[config.mk]
export PLATFORM = sky130hd
export DESIGN_NAME = dio_port_groups
export DESIGN_NICKNAME = d
export VERILOG_FILES = /design/src/rtl/dio_pkg.sv /design/src/rtl/dio_latch_sync.sv /design/src/rtl/dio_group.sv /design/src/rtl/dio_port_groups.sv
export SDC_FILE = /design/constraint.sdc
export NUM_CORES = 1
export LEC_CHECK = 0
export BUFFER_PORTS_ARGS = -buffer_cell sky130_fd_sc_hd__buf_2
export CAP_MARGIN = 20
export CORE_MARGIN = 4
export CORE_UTILIZATION = 45
export DETAILED_ROUTE_END_ITERATION = 6
export GPL_TIMING_DRIVEN = 0
export PLACE_DENSITY = 0.7
export SLEW_MARGIN = 20
export SYNTH_ARGS = -nofsm -noshare
export SYNTH_HDL_FRONTEND = slang
export SYNTH_SLANG_ARGS = --single-unit
[constraint.sdc]
create_clock -name clk_i -period 2 [get_ports clk_i]
set_clock_uncertainty 0.2 [all_clocks]
set_input_delay 0.2 -clock clk_i [delete_from_list [all_inputs] [get_ports clk_i]]
set_output_delay 0.2 -clock clk_i [all_outputs]
set_load 0.01 [all_outputs]
[src/rtl/dio_pkg.sv]
package dio_pkg;
  localparam int unsigned REG_OFS_W = 3;

  typedef enum logic [REG_OFS_W-1:0] {
    OFS_PA     = 3'd0,
    OFS_PB     = 3'd1,
    OFS_PC     = 3'd2,
    OFS_CTRL   = 3'd3,
    OFS_SNAP_A = 3'd4,
    OFS_SNAP_B = 3'd5,
    OFS_SNAP_C = 3'd6,
    OFS_SWRST  = 3'd7
  } reg_ofs_e;

  localparam logic [7:0] CTRL_DEFAULT = 8'h1B;
  localparam logic [7:0] CTRL_MASK    = 8'h1B;

  // control word bit positions (1 = input)
  localparam int unsigned CB_CL = 0;
  localparam int unsigned CB_B  = 1;
  localparam int unsigned CB_CU = 3;
  localparam int unsigned CB_A  = 4;

  // section enable index
  localparam int unsigned SEC_A  = 0;
  localparam int unsigned SEC_B  = 1;
  localparam int unsigned SEC_CL = 2;
  localparam int unsigned SEC_CU = 3;
  localparam int unsigned NUM_SEC = 4;
  localparam int unsigned NUM_PORTS = 3;
endpackage

[src/rtl/dio_latch_sync.sv]
module dio_latch_sync #(
  parameter int unsigned STAGES = 2
) (
  input  logic clk_i,
  input  logic rst_ni,
  input  logic async_i,
  output logic rise_o
);
  logic [STAGES:0] sh_q;

  always_ff @(posedge clk_i or negedge rst_ni) begin
    if (!rst_ni) sh_q <= '0;
    else         sh_q <= {sh_q[STAGES-1:0], async_i};
  end

  assign rise_o = sh_q[STAGES-1] & ~sh_q[STAGES];

  // capture strobe lasts one cycle per edge
  a_r7_rise_single: assert property (@(posedge clk_i) disable iff (!rst_ni)
    rise_o |=> !rise_o);
endmodule

[src/rtl/dio_group.sv]
module dio_group
  import dio_pkg::*;
#(
  parameter  int unsigned PORT_W = 8,
  parameter  int unsigned SYNC_STAGES = 2,
  localparam int unsigned NIB_W  = PORT_W / 2,
  localparam int unsigned PINS_W = NUM_PORTS * PORT_W
) (
  input  logic                 clk_i,
  input  logic                 rst_ni,
  input  logic                 wr_i,
  input  logic [REG_OFS_W-1:0] ofs_i,
  input  logic [PORT_W-1:0]    wdata_i,
  input  logic [PINS_W-1:0]    pin_i,
  output logic [PINS_W-1:0]    pin_o,
  output logic [NUM_SEC-1:0]   sec_oe_o,
  input  logic                 latch_i,
  output logic [PORT_W-1:0]    rdata_o
);
  localparam logic [PORT_W-1:0] CTRL_RST = PORT_W'(CTRL_DEFAULT);
  localparam logic [PORT_W-1:0] CTRL_MSK = PORT_W'(CTRL_MASK);

  logic [PORT_W-1:0]                   ctrl_q;
  logic [NUM_PORTS-1:0][PORT_W-1:0]    data_q;
  logic [NUM_PORTS-1:0][PORT_W-1:0]    snap_q;
  logic [NUM_PORTS-1:0][PORT_W-1:0]    view;
  logic [PINS_W-1:0]                   bit_oe;
  logic                                cap;
  logic                                ctrl_wr, swrst;

  assign ctrl_wr = wr_i && (ofs_i == OFS_CTRL);
  assign swrst   = wr_i && (ofs_i == OFS_SWRST);

  always_ff @(posedge clk_i or negedge rst_ni) begin
    if (!rst_ni)      ctrl_q <= CTRL_RST;
    else if (swrst)   ctrl_q <= CTRL_RST;
    else if (ctrl_wr) ctrl_q <= wdata_i & CTRL_MSK;
  end

  generate
    for (genvar p = 0; p < NUM_PORTS; p++) begin : g_data
      always_ff @(posedge clk_i or negedge rst_ni) begin
        if (!rst_ni)                                  data_q[p] <= '0;
        else if (wr_i && (ofs_i == REG_OFS_W'(p)))    data_q[p] <= wdata_i;
      end
    end
  endgenerate

  assign sec_oe_o[SEC_A]  = ~ctrl_q[CB_A];
  assign sec_oe_o[SEC_B]  = ~ctrl_q[CB_B];
  assign sec_oe_o[SEC_CL] = ~ctrl_q[CB_CL];
  assign sec_oe_o[SEC_CU] = ~ctrl_q[CB_CU];

  assign bit_oe = {{NIB_W{sec_oe_o[SEC_CU]}}, {NIB_W{sec_oe_o[SEC_CL]}},
                   {PORT_W{sec_oe_o[SEC_B]}}, {PORT_W{sec_oe_o[SEC_A]}}};

  assign pin_o = data_q;
  assign view  = (pin_o & bit_oe) | (pin_i & ~bit_oe);

  dio_latch_sync #(.STAGES(SYNC_STAGES)) u_sync (
    .clk_i  (clk_i),
    .rst_ni (rst_ni),
    .async_i(latch_i),
    .rise_o (cap)
  );

  always_ff @(posedge clk_i or negedge rst_ni) begin
    if (!rst_ni)  snap_q <= '0;
    else if (cap) snap_q <= view;
  end

  always_comb begin
    unique case (ofs_i)
      OFS_PA:     rdata_o = view[0];
      OFS_PB:     rdata_o = view[1];
      OFS_PC:     rdata_o = view[2];
      OFS_CTRL:   rdata_o = ctrl_q;
      OFS_SNAP_A: rdata_o = snap_q[0];
      OFS_SNAP_B: rdata_o = snap_q[1];
      OFS_SNAP_C: rdata_o = snap_q[2];
      default:    rdata_o = '0;
    endcase
  end

  // data only changes on its own write; software reset keeps it
  a_r4_data_hold: assert property (@(posedge clk_i) disable iff (!rst_ni)
    !(wr_i && (ofs_i < REG_OFS_W'(NUM_PORTS))) |=> $stable(data_q));
  a_r6_swrst_default: assert property (@(posedge clk_i) disable iff (!rst_ni)
    swrst |=> (sec_oe_o == '0));
  a_r2_oe_only_on_ctrl: assert property (@(posedge clk_i) disable iff (!rst_ni)
    !(ctrl_wr || swrst) |=> $stable(sec_oe_o));
  a_r7_snap_hold: assert property (@(posedge clk_i) disable iff (!rst_ni)
    !cap |=> $stable(snap_q));
endmodule

[src/rtl/dio_port_groups.sv]
module dio_port_groups
  import dio_pkg::*;
#(
  parameter  int unsigned NUM_GROUPS  = 2,
  parameter  int unsigned PORT_W      = 8,
  parameter  int unsigned SYNC_STAGES = 2,
  localparam int unsigned GRP_W  = (NUM_GROUPS > 1) ? $clog2(NUM_GROUPS) : 1,
  localparam int unsigned ADDR_W = GRP_W + REG_OFS_W,
  localparam int unsigned GPIN_W = NUM_PORTS * PORT_W,
  localparam int unsigned PIN_W  = NUM_GROUPS * GPIN_W
) (
  input  logic                          clk_i,
  input  logic                          rst_ni,
  input  logic                          wr_i,
  input  logic [ADDR_W-1:0]             addr_i,
  input  logic [PORT_W-1:0]             wdata_i,
  output logic [PORT_W-1:0]             rdata_o,
  input  logic [PIN_W-1:0]              pin_i,
  output logic [PIN_W-1:0]              pin_o,
  output logic [NUM_GROUPS*NUM_SEC-1:0] sec_oe_o,
  input  logic [NUM_GROUPS-1:0]         latch_i
);
  logic [REG_OFS_W-1:0]               ofs;
  logic [GRP_W-1:0]                   grp;
  logic [NUM_GROUPS-1:0][PORT_W-1:0]  grp_rd;
  logic [PORT_W-1:0]                  rd_sel;

  assign ofs = addr_i[REG_OFS_W-1:0];
  assign grp = addr_i[ADDR_W-1:REG_OFS_W];

  generate
    for (genvar g = 0; g < NUM_GROUPS; g++) begin : g_grp
      dio_group #(.PORT_W(PORT_W), .SYNC_STAGES(SYNC_STAGES)) u_grp (
        .clk_i   (clk_i),
        .rst_ni  (rst_ni),
        .wr_i    (wr_i && (grp == GRP_W'(g))),
        .ofs_i   (ofs),
        .wdata_i (wdata_i),
        .pin_i   (pin_i[g*GPIN_W +: GPIN_W]),
        .pin_o   (pin_o[g*GPIN_W +: GPIN_W]),
        .sec_oe_o(sec_oe_o[g*NUM_SEC +: NUM_SEC]),
        .latch_i (latch_i[g]),
        .rdata_o (grp_rd[g])
      );
    end
  endgenerate

  always_comb begin
    rd_sel = '0;
    for (int g = 0; g < NUM_GROUPS; g++)
      if (grp == GRP_W'(g)) rd_sel = grp_rd[g];
  end

  always_ff @(posedge clk_i or negedge rst_ni) begin
    if (!rst_ni) rdata_o <= '0;
    else         rdata_o <= rd_sel;
  end

  // reserved control bits never seen on a read
  a_r3_ctrl_reserved_zero: assert property (@(posedge clk_i) disable iff (!rst_ni)
    (ofs == OFS_CTRL) |=> ((rdata_o & ~PORT_W'(CTRL_MASK)) == '0));
endmodule

## Yosys cells after proc, flatten, opt, wreduce, memory -nomap -nowiden

Index checks and enable logic that the tools add are counted.

- Muxes and demuxes: 7
- Eq/ne operators: 7
- Reductions and logical operators: 15
- Bitwise logic cells: 21

Operators by type and width:

| operator | number |
|---|---|
| case mux 8 bit (7 select lines) | 2 |
| bitwise AND 24 bit | 4 |
| inverter 24 bit | 2 |
| OR 24 bit | 2 |
| two-way mux 8 bit | 5 |
| equality test 3 bit (second input constant) | 4 |
| logical AND 1 bit | 12 |
| inverter 1 bit | 11 |
| equality test 3 x 2 -> 1 bit (second input constant) | 2 |
| nonzero test 2 bit | 2 |
| equality test 3 x 1 -> 1 bit (second input constant) | 1 |
| zero test 3 bit | 1 |
| bitwise AND 1 bit | 2 |

- Register bits: 126
- Input bits: 65
- Output and inout port bits: 64
- Logic and storage cells: 67

## Logic depth before layout (Yosys ltp)

Gate-level depths: netlist of run 1.

- Word-level depth: 6
- Gate-level depth with buffers: 7
- Mapped depth without buffers: 4

## Modules after synthesis

Synthesis of run 1 repeated with hierarchy kept, for this count alone.

- Cells, all modules: 425
- Area, all modules: 5883.1 um^2

By module, submodules not included:

| module | area each (um^2) | cells each | sequential area each (um^2) | instances |
|---|---|---|---|---|
| dio_group | 2678.8 | 199 | 1306.3 | 2 |
| dio_port_groups | 347.8 | 19 | 200.2 | 1 |
| dio_latch_sync | 88.8 | 4 | 75.1 | 2 |

## Least setup slack after synthesis of run 1

OpenSTA, ideal clock, no wires.

- Path type: register -> register
- Start: register g_grp[1].u_grp.ctrl_q[4]
- End: register rdata_o[4]
- Buffers on the path: 1
- Data required time: 1701 ps
- Period minus slack after synthesis: 1954 ps
- Arrival time: 1654 ps
- Stages on the path, launching flop included: 6
- Setup time: 99 ps
- Setup slack: 46 ps
- Path through: dfstp_2 buf_2 inv_1 or3_1 a32o_1 a311oi_1

- Word-level cells in the longest chain between the ends: 6
- Elaborated cells between the ends (all ways): 7
- Classes of those cells: mux: 2; bitwise: 5

Ends and longest elaborated chain:

| item | line | source |
|---|---|---|
| start, declared | dio_group.sv:23 | `logic [PORT_W-1:0] ctrl_q;` |
| start signal, assigned | dio_group.sv:37 | `else if (ctrl_wr) ctrl_q <= wdata_i & CTRL_MSK;` |
| inverter 1 bit (*) | dio_group.sv:49 | `assign sec_oe_o[SEC_A] = ~ctrl_q[CB_A];` |
| net sec_oe_o[4] | dio_port_groups.sv:20 | `output logic [NUM_GROUPS*NUM_SEC-1:0] sec_oe_o,` |
| inverter 24 bit | dio_group.sv:58 | `assign view = (pin_o & bit_oe) \| (pin_i & ~bit_oe);` |
| bitwise AND 24 bit | dio_group.sv:58 |  |
| OR 24 bit (*) | dio_group.sv:58 |  |
| case mux 8 bit (7 select lines) (*) | dio_group.sv:73 | `unique case (ofs_i)` |
| two-way mux 8 bit (*) | dio_port_groups.sv:51 | `if (grp == GRP_W'(g)) rd_sel = grp_rd[g];` |
| net rd_sel[4] | dio_port_groups.sv:26 | `logic [PORT_W-1:0] rd_sel;` |
| end signal, assigned | dio_port_groups.sv:56 | `else rdata_o <= rd_sel;` |
| end, declared | dio_port_groups.sv:17 | `output logic [PORT_W-1:0] rdata_o,` |

Mark *: on every way through the listed nets, which the timed path passes. The rest lies on a longest branch.
A chain may end at the register's enable or synchronous reset.

## Final worst setup path of run 1

- Start: register g_grp[0].u_grp.ctrl_q[1]
- End: register rdata_o[4]

- Word-level cells in the longest chain between the ends: 6
- Elaborated cells between the ends (all ways): 7
- Classes of those cells: mux: 2; bitwise: 5

Ends and longest elaborated chain:

| item | line | source |
|---|---|---|
| start, declared | dio_group.sv:23 |  |
| start signal, assigned | dio_group.sv:37 |  |
| inverter 1 bit (*) | dio_group.sv:50 | `assign sec_oe_o[SEC_B] = ~ctrl_q[CB_B];` |
| inverter 24 bit | dio_group.sv:58 |  |
| bitwise AND 24 bit | dio_group.sv:58 |  |
| OR 24 bit (*) | dio_group.sv:58 |  |
| case mux 8 bit (7 select lines) (*) | dio_group.sv:73 |  |
| two-way mux 8 bit (*) | dio_port_groups.sv:51 |  |
| net rd_sel[4] | dio_port_groups.sv:26 |  |

Marked as above.

==> results of run 1 <==
-- layer usage --
| layer | wire length (um) | global-route usage | share of wire | vias up |
|---|---|---|---|---|
| met5 | 0 | 0 | 0 | - |
| met4 | 749 | 0.129 | 0.038 | 0 |
| met2 | 9480 | 0.446 | 0.48 | 287 |
| met3 | 1650 | 0.0669 | 0.083 | 58 |
| met1 | 8000 | 0.359 | 0.40 | 2566 |
| li1 | - | - | - | 2257 |
-- cell families after synthesis --
| group | after synthesis |
|---|---|
| AOI/OAI and AO/OA | 127 |
| buffers and inverters | 50 |
| DFF | 118 |
| muxes | 107 |
| and+or+nand+nor | 117 |
-- power by group through the flow --
stage                     logic, mW  clock network [mW]  registers (mW)
after floorplan                1.03                   0            3.33
after global routing           2.26                3.20            3.45
after CTS                      1.99                3.09            3.36
final                          2.11                3.07            3.40
after global placement         1.91                   0            3.26
after detailed placement       1.95                   0            3.28
-- state kept, by name, indices dropped and copies added, names as in the netlist --
| register | flops |
|---|---|
| g_grp.u_grp.ctrl_q | 8 |
| g_grp.u_grp.pin_o | 48 |
| g_grp.u_grp.snap_q | 48 |
| g_grp.u_grp.u_sync.sh_q | 6 |
| rdata_o | 8 |
-- layout by cell type (no fill, tap or decap), drive strengths merged, types with 4 or more instances in the layout --
cell         synthesis  routed
buf                 23     153
dfrtp              110     110
o21ai               70      70
nand2               68      68
mux2                55      55
dlygate4sd3          0      52
mux2i               52      52
clkbuf              16      34
nor2                14      14
a211oi              12      12
inv                 11      11
nand2b              10      10
dfstp                8       8
o22ai                7       7
nor2b                6       6
o2bb2ai              6       6
nand3                6       6
clkinv               0       6
a21oi                5       5
o221ai               5       5
or3b                 4       4
-- critical path, cell delays in order (launching register included) --
cell,delay [ns]
sky130_fd_sc_hd__dfstp_2,0.58
sky130_fd_sc_hd__buf_8,0.17
sky130_fd_sc_hd__mux2i_2,0.27
sky130_fd_sc_hd__o221ai_1,0.17
sky130_fd_sc_hd__a211oi_2,0.38
sky130_fd_sc_hd__a311oi_2,0.09
-- cell type report --
type / count / area, um^2
timing repair buffer: 184 / 1220
multi-input combinational: 351 / 2640
clock buffer: 22 / 464
fill: 970 / 4350
tap: 168 / 210
sequential: 118 / 2970
clock inverter: 10 / 128
inverter: 11 / 41.3
buffer: 33 / 184
-- how the worst min path moves through the flow --
| stage | slack, ns | to | from | depth (start not counted) |
|---|---|---|---|---|
| floorplan | -0.30 | g_grp[0].u_grp.pin_o[0]$_DFFE_PN0P_ | rst_ni | 0 |
| global placement | 0.11 | g_grp[0].u_grp.u_sync.sh_q[0]$_DFF_PN0_ | latch_i[0] | 1 |
| detailed placement | -0.01 | g_grp[0].u_grp.pin_o[13]$_DFFE_PN0P_ | rst_ni | 1 |
| CTS | 0.0006 | g_grp[1].u_grp.snap_q[20]$_DFFE_PN0P_ | pin_i[44] | 3 |
| global route | 0.02 | g_grp[1].u_grp.snap_q[20]$_DFFE_PN0P_ | pin_i[44] | 3 |
| finish | 0.009 | g_grp[0].u_grp.snap_q[1]$_DFFE_PN0P_ | pin_i[1] | 3 |
-- timing repair --
item	4_1_cts	5_1_grt
gates cloned	0	0
buffers inserted	1	2
resized for setup	21	20
pin swaps	2	5
hold endpoints to repair	156	2
setup endpoints to repair	12	15
hold buffers	50	2
==> results.md, run 1 <==
Run status:
- The run finished, with violations left.
- The final reports fail on setup timing.

Yosys:
- After synthesis, the cell types taking the most area are sky130_fd_sc_hd__dfrtp_1, sky130_fd_sc_hd__mux2_2, sky130_fd_sc_hd__mux2i_1.
- Counting distinct cell types in the post-synthesis netlist gives 50.
- The share of the Yosys chip area taken by registers is 0.521.
- For this run, the number of Yosys warnings is 0.
- The predominant post-synthesis flop cell is sky130_fd_sc_hd__dfrtp_1.
- The count of state elements after synthesis is 118.
- The area share of fa/ha/maj cells after synthesis is 0.
- The share of flip-flops with an asynchronous set or reset after synthesis is 1.00.
- In the synthesized netlist, the number of instances is 519.
- Of the total synthesized cell area, the portion taken by XOR and XNOR cells is 0.
- The most used standard cell by instance count after synthesis is sky130_fd_sc_hd__dfrtp_1.
- Summed over all instances, the cell type with the most area after synthesis is sky130_fd_sc_hd__dfrtp_1.
- The number of synthesized flops with an enable pin is 0.
- The dominant combinational cell family by area after synthesis is multiplexers.
- Of the total synthesized cell area, the portion taken by AND, OR, NAND and NOR gates is 0.0955.
- The portion of synthesized area spent on multiplexers is 0.200.
- Synthesis produced a netlist with a net count of 584.
- The cell area that synthesis handed to floorplanning was 0.00569 mm^2.
- The average instance in the mapped netlist occupies 11.0 um^2.
- The commonest cells after synthesis are sky130_fd_sc_hd__dfrtp_1, sky130_fd_sc_hd__o21ai_0, sky130_fd_sc_hd__nand2_1, sky130_fd_sc_hd__mux2_2, sky130_fd_sc_hd__mux2i_1.
- The share of synthesized area in the top cell type comes to 0.484.
- The fraction of the mapped netlist area in compound gates is 0.143.

Timing:
- For the finished layout, the period the worst path requires is 2.03 ns.
- Setup repair after global routing could not meet its margin everywhere.
- The worst setup slack after layout is -0.0258 ns.
- Headroom to the max-slew limit came out at 0.549.
- Timing would allow up to 494 MHz.
- The final-report hold violation count is 0.
- The count of final setup violators is 2.
- At the pin with the least slew margin, the transition time is 0.677 ns.
- The number of pins with negative max-slew slack in the final report is 0.
- The worst hold slack across all endpoints is 0.00891 ns.
- In the finished design, the share of the clock period the worst path needs comes to 1.01.
- The aggregate negative setup slack is -0.0498 ns.

Cells and area:
- At the end of the flow the core is filled with cells to 0.643.
- The area of all placed cells without fillers is 0.00786 mm^2.
- The diode insertion count for antenna repair is 0.
- The number of nets in the layout is 781.
- The area growth from synthesis to layout is 38.1%.
- The fraction of layout cells with a size suffix above 1 is 0.377.
- Leaving out filler cells and counting taps, the final layout contains 897.

Setup path:
- The startpoint of the worst register-to-register path is g_grp[0].u_grp.ctrl_q[1]$_DFFE_PN1P_.
- At the worst endpoint, the arrival time is 2.09 ns.
- The last element of the critical path is rdata_o[4]$_DFF_PN0_.
- The worst register-to-register path has a depth of 5.
- The capture point of the worst reg-to-reg path is rdata_o[4]$_DFF_PN0_.
- STA classifies the critical path endpoint as a register.
- The setup check on the worst reg-to-reg path leaves a slack of -0.03 ns.
- Data on the critical path is required at its endpoint by 2.06 ns.
- The launching element of the worst setup path is g_grp[0].u_grp.ctrl_q[1]$_DFFE_PN1P_.
- The kind of start point of the critical path is a register.
- By startpoint and endpoint, the worst setup path is classified as reg2reg.
- Of all nets on the critical path, the largest fanout is 10.

Pwr:
- The power after layout is 8.58 mW.
- The sequential power share is 0.396.
- The combinational fraction of design power is 0.246.
- The share of total power consumed by net switching is 0.308.
- Of the total power, the clock network draws 0.358.
- The internal power of the cells totals 5.93 mW.
- The net switching power is 2.64 mW.
- In this run the power density over the cells is 1090 mW/mm^2.
- The largest vdd supply drop is 628 uV.
- In this run the static leakage power is 3.58 nW.

Detailed routing:
- The detailed-route vias per instance is 5.76.
- Once detail routing completed, the nets flagged for antenna violations numbered 0.
- The DRC violation total after the first TritonRoute iteration is 425.
- The number of search-and-repair iterations in the first detailed-routing pass is 5.
- The average wire per standard cell is 22.2 um.
- The number of remaining DRC errors is 0.
- The vias after detailed routing is 5168.
- Wires add up to 19.9 mm.

Clock tree:
- The clock tree from TritonCTS is built.
- The maximum clock path buffer count is 2.
- The clock reaches the later pin of the worst-skew pair after 0.43 ns.
- Clock-pin slew was measured on the worst setup and hold paths at 0.06 ns.
- The CTS buffer count is 17.
- The clock tree root buffer cell is sky130_fd_sc_hd__clkbuf_16.
- The clock sink count is 118.
- The total number of H-tree levels is 4.

Place:
- The instance count after placement with tap cells included is 816.
- Buffers placed on the I/O ports in this run total 128.
- The estimated wirelength of the detail-placed design is 13.3 mm.
- The setup slack after placement is -0.441 ns.
- The placed instance area is 0.00657 mm^2.
- The congestion estimate from routability-driven global placement came to 0.929.

Floorplan:
- The initialized floorplan defines 40 standard-cell rows.
- The area of the placeable core is 0.0122 mm^2.
- The die extent in y is 120 um.
- The starting density of the core is 0.466.
- The overall die area is 0.0145 mm^2.
- The die is 120 um wide.
- The count of pins on the block boundary is 129.

GRT:
- The final global-route overflow total is 0.
- The number of global-route vias before repair is 5360.
- The number of antenna violations at the first check in global routing came to 0.
- The first-pass GRT wire length is 30.2 mm.
- The largest net degree at the start of global routing is 63.
- The overall track demand over capacity in global routing is 0.279.

Min path:
- The worst hold path belongs to the class in2reg.

Run:
- Across the run, the number of max-cap violations was 0.
No activity file was read; power rests on OpenSTA's default activity.
==> run 2: changes to the inputs <==
--- a/config.mk
+++ b/config.mk
@@ -5,13 +5,14 @@
 export SDC_FILE = /design/constraint.sdc
 export NUM_CORES = 1
 export LEC_CHECK = 0
+export ABC_AREA = 1
 export BUFFER_PORTS_ARGS = -buffer_cell sky130_fd_sc_hd__buf_2
 export CAP_MARGIN = 20
 export CORE_MARGIN = 4
 export CORE_UTILIZATION = 45
 export DETAILED_ROUTE_END_ITERATION = 6
 export GPL_TIMING_DRIVEN = 0
-export PLACE_DENSITY = 0.7
+export PLACE_DENSITY = 0.69
 export SLEW_MARGIN = 20
 export SYNTH_ARGS = -nofsm -noshare
 export SYNTH_HDL_FRONTEND = slang
==> run 2 against run 1 <==
Effect of this change: the run now ends clean; worst setup slack improved by 0.13 ns; critical endpoint is now rdata_o[0]$_DFF_PN0_; global-route usage decreased by 2.3 points; final cell count increased by 33%; critical path type unchanged; non-clock buffer count decreased by 32; sequential power decreased by 4%.
==> results.md, run 2 <==
Pwr:
- The static leakage power is 4.33 nW (was 3.58 nW).
- The power after layout is 8.58 mW (about the same).
- The largest vdd supply drop came to 619 uV (was 628 uV).
- The power per cell area is 1070 mW/mm^2 (was 1090 mW/mm^2).

Setup path:
- The family with the most delay on the worst path is simple AND/OR/NAND/NOR gates (was compound AO/OA/AOI/OAI gates).
- The library cell contributing the largest single delay on the critical path is sky130_fd_sc_hd__dfstp_2 (unchanged).
- The kind of start point of the critical path was a register (unchanged).
- The arrival time at the worst endpoint is 1.98 ns (was 2.09 ns).
- The sum of buffers and inverters on the critical path is 2 (was 1).
- The type of destination of the critical path was a register (unchanged).
- The largest driver fanout on the critical path is 11 (was 10).
- The classification of the worst setup path is reg2reg (unchanged).
- The critical path's largest stage delay was 0.51 ns (was 0.58 ns).
- The cell that appears most often on the critical path is sky130_fd_sc_hd__nand2_1.
- Cell-by-cell trace of the critical path: buf_4 -> clkinvlp_4 -> nand2_1 -> nand2_1 -> nand2_1 -> nand2_1 -> nor2_1 -> nand2_1 -> nand2_1 -> nand2_1 (was buf_8 -> mux2i_2 -> o221ai_1 -> a211oi_2 -> a311oi_2).
- The critical path required time is 2.08 ns (was 2.06 ns).

Timing:
- Unrepaired setup endpoints after global routing: no (was yes).
- The transition time at the pin with the least slew margin came to 0.616 ns (was 0.677 ns).
- The final-report hold violation count is 0 (unchanged).
- The final critical-path required period is 1.90 ns (was 2.03 ns).
- The count of final setup violators came to 0 (was 2).
- The maximum clock frequency was 527 MHz (was 494 MHz).
- The post-route fraction of the period consumed by the critical path is 0.949 (was 1.01).
- The aggregate negative setup slack was 0 ns (was -0.0498 ns).
- The worst relative slew slack is 0.589 (was 0.549).
- The number of pins with negative max-slew slack in the final report is 0 (unchanged).

Clock tree:
- The total number of H-tree levels is 4 (unchanged).
- The clock input transition at the sequential cells of the worst setup and hold paths is 0.05 ns (was 0.06 ns).
- The later-pin clock latency in the skew report is 0.41 ns (was 0.43 ns).
- The clock sink count came to 118 (unchanged).
- The clock tree root buffer cell is sky130_fd_sc_hd__clkbuf_16 (unchanged).
- The CTS buffer count is 17 (unchanged).
- The maximum clock path buffer count is 2 (unchanged).
- The clock tree from TritonCTS is built (unchanged).

Cells and area:
- The synthesis-to-layout area growth is 29.8% (was 38.1%).
- The layout filler cell count came to 1253 (was 970).
- The leading cell type in the layout, fill and taps excluded is sky130_fd_sc_hd__nand2_1 (was sky130_fd_sc_hd__buf_2).
- The fraction of layout cells with a size suffix above 1 is 0.228 (was 0.377).
- The footprint of the multi-input gates is 0.00254 mm^2 (was 0.00264 mm^2).
- The storage element area is 0.00296 mm^2 (was 0.00297 mm^2).
- Top library cells by usage in the layout, fill and taps aside: sky130_fd_sc_hd__nand2_1, sky130_fd_sc_hd__buf_2, sky130_fd_sc_hd__dfrtp_1, sky130_fd_sc_hd__inv_1, sky130_fd_sc_hd__nor2_1 (was sky130_fd_sc_hd__buf_2, sky130_fd_sc_hd__dfrtp_1, sky130_fd_sc_hd__o21ai_0, sky130_fd_sc_hd__nand2_1, sky130_fd_sc_hd__mux2_2).
- The number of nets in the layout is 1067 (was 781).
- The diode insertion count for antenna repair is 0 (unchanged).

Floorplan:
- The area of the placeable core is 0.0133 mm^2 (was 0.0122 mm^2).
- The die extent in y is 125 um (was 120 um).
- The width of the die is 125 um (was 120 um).
- The overall die area is 0.0156 mm^2 (was 0.0145 mm^2).
- The count of pins on the block boundary came to 129 (unchanged).
- The starting density of the core is 0.462 (was 0.466).
- The number of placement rows is 42 (was 40).

Yosys:
- The number of synthesized flops with an enable pin came to 0 (unchanged).
- The fraction of the yosys area taken by sequential cells is 0.481 (was 0.521).
- Area contributors post-synth: sky130_fd_sc_hd__dfrtp_1, sky130_fd_sc_hd__nand2_1, sky130_fd_sc_hd__inv_1 (was sky130_fd_sc_hd__dfrtp_1, sky130_fd_sc_hd__mux2_2, sky130_fd_sc_hd__mux2i_1).
- The yosys synthesis warning count was 0 (unchanged).
- Post-synth top cells: sky130_fd_sc_hd__nand2_1, sky130_fd_sc_hd__dfrtp_1, sky130_fd_sc_hd__inv_1, sky130_fd_sc_hd__nor2_1, sky130_fd_sc_hd__o21ai_0 (was sky130_fd_sc_hd__dfrtp_1, sky130_fd_sc_hd__o21ai_0, sky130_fd_sc_hd__nand2_1, sky130_fd_sc_hd__mux2_2, sky130_fd_sc_hd__mux2i_1).
- The distinct cell type count after synthesis is 26 (was 50).
- The number of cells produced by synthesis is 826 (was 519).
- The most used standard cell by instance count after synthesis is sky130_fd_sc_hd__nand2_1 (was sky130_fd_sc_hd__dfrtp_1).
- The synthesized area divided by synthesized cell count is 7.46 um^2 (was 11.0 um^2).
- The net count of the mapped netlist is 891 (was 584).
- The count of state elements after synthesis is 118 (unchanged).
- The predominant post-synthesis flop cell is sky130_fd_sc_hd__dfrtp_1 (unchanged).
- The post-synthesis instance area came to 0.00616 mm^2 (was 0.00569 mm^2).
- The dominant cell type by area after synthesis is sky130_fd_sc_hd__dfrtp_1 (unchanged).
- The share of flip-flops with an asynchronous set or reset after synthesis was 1.00 (unchanged).
- The portion of synthesized cell area occupied by the leading cell type is 0.447 (was 0.484).

Place:
- The estimated wirelength of the detail-placed design is 14.3 mm (was 13.3 mm).
- The port buffer count was 126 (was 128).
- The final estimated routing congestion in global placement is 0.935 (was 0.929).

Detailed routing:
- The post-route antenna net violation count is 0 (unchanged).
- The DRC violation total after the first TritonRoute iteration is 451 (was 425).
- The final wirelength came to 19.6 mm (was 19.9 mm).
- The average wire per standard cell was 16.5 um (was 22.2 um).
- The number of search-and-repair iterations in the first detailed-routing pass is 5 (unchanged).
- The vias after detailed routing is 6053 (was 5168).
- The detailed-route vias per instance came to 5.09 (was 5.76).
- The number of remaining DRC errors came to 0 (unchanged).

GRT:
- The first-pass GRT wire length is 31.5 mm (was 30.2 mm).
- The overall track demand over capacity in global routing was 0.255 (was 0.279).
- The final global-route overflow total was 0 (unchanged).
- The number of antenna violations at the first check in global routing is 0 (unchanged).
- The number of global-route vias before repair is 5899 (was 5360).
- The largest net degree at the start of global routing came to 66 (was 63).

Run status:
- Outcome: finished, final reports clean (was finished, violations left).

Run:
- The number of max-cap violations came to 0 (unchanged).

Min path:
- The worst hold-check path type was in2reg (unchanged).
[run 2: metrics by stage]
| step | util | instance area [um^2] | hold WS (ns) | worst slack, ns | cells |
|---|---|---|---|---|---|
| floorplan | - | 6160 | -0.296 | 0.349 | 826 |
| global placement | 0.525 | 7010 | 0.110 | -0.968 | 1128 |
| detailed placement | 0.528 | 7050 | 0.0370 | 0.0114 | 1129 |
| CTS | 0.598 | 7990 | 0.000387 | 0.0186 | 1189 |
| global route | 0.599 | 8000 | 0.0270 | 0.0000313 | 1190 |
| finish | 0.599 | 8000 | 0.00682 | 0.101 | 1190 |
[run 2: worst register-to-register path, delay by kind of cell, from the launching register on]
kind,cells,cell delay (ns)
buffers and inverters,2,0.37
and+or+nand+nor,8,0.69
DFF,1,0.51
[run 2: final cells by class]
class / instances / area share
clock inverters: 8 / 0.0178
plain buffers: 29 / 0.0282
repair buffers: 156 / 0.119
flip-flops and latches: 118 / 0.370
multi-input cells: 564 / 0.317
inverters: 115 / 0.0555
clock buffers: 23 / 0.0635
well taps: 176 / 0.0275
repair inverters: 1 / 0.000626
[run 2: what timing repair did]
action | in CTS | in global routing
setup buffers | 0 | 0
gates resized for setup | 0 | 2
setup endpoints to repair | 0 | 10
hold buffers | 29 | 0
hold endpoints to repair | 106 | 0
[run 2: metal layers]
layer,share of wire,track usage,up-vias
met4,0.040,0.117,0
met2,0.46,0.393,238
met3,0.067,0.0499,59
met5,0,0,-
li1,-,-,2918
met1,0.43,0.351,2838
[run 2: path summary, 6_finish.rpt]
path                                                          from                                 endpoint  slack (ns)  cells after the start
min reg2reg                g_grp[0].u_grp.u_sync.sh_q[0]$_DFF_PN0_  g_grp[0].u_grp.u_sync.sh_q[1]$_DFF_PN0_        0.15                      0
max reg2reg                   g_grp[1].u_grp.ctrl_q[4]$_DFFE_PN1P_                     rdata_o[0]$_DFF_PN0_        0.10                     10
min in group asynchronous                                   rst_ni      g_grp[1].u_grp.pin_o[3]$_DFFE_PN0P_        0.16                      2
max                           g_grp[1].u_grp.ctrl_q[4]$_DFFE_PN1P_                     rdata_o[0]$_DFF_PN0_        0.10                     10
max in group asynchronous                                   rst_ni     g_grp[1].u_grp.ctrl_q[1]$_DFFE_PN1P_        0.72                      3
min                                                     wdata_i[2]     g_grp[1].u_grp.pin_o[18]$_DFFE_PN0P_       0.007                      3
[run 2: cells by family after synthesis]
| logic type | share of synthesized area |
|---|---|
| DFF | 0.481 |
| buffers and inverters | 0.107 |
| AOI/OAI and AO/OA | 0.117 |
| and+or+nand+nor | 0.295 |
[run 2: report_power, final]
group | total (mW) | internal, mW | switching [mW]
sequential | 3.25 | 2.90 | 0.350
combinational | 2.01 | 0.730 | 1.28
clock | 3.32 | 2.27 | 1.05
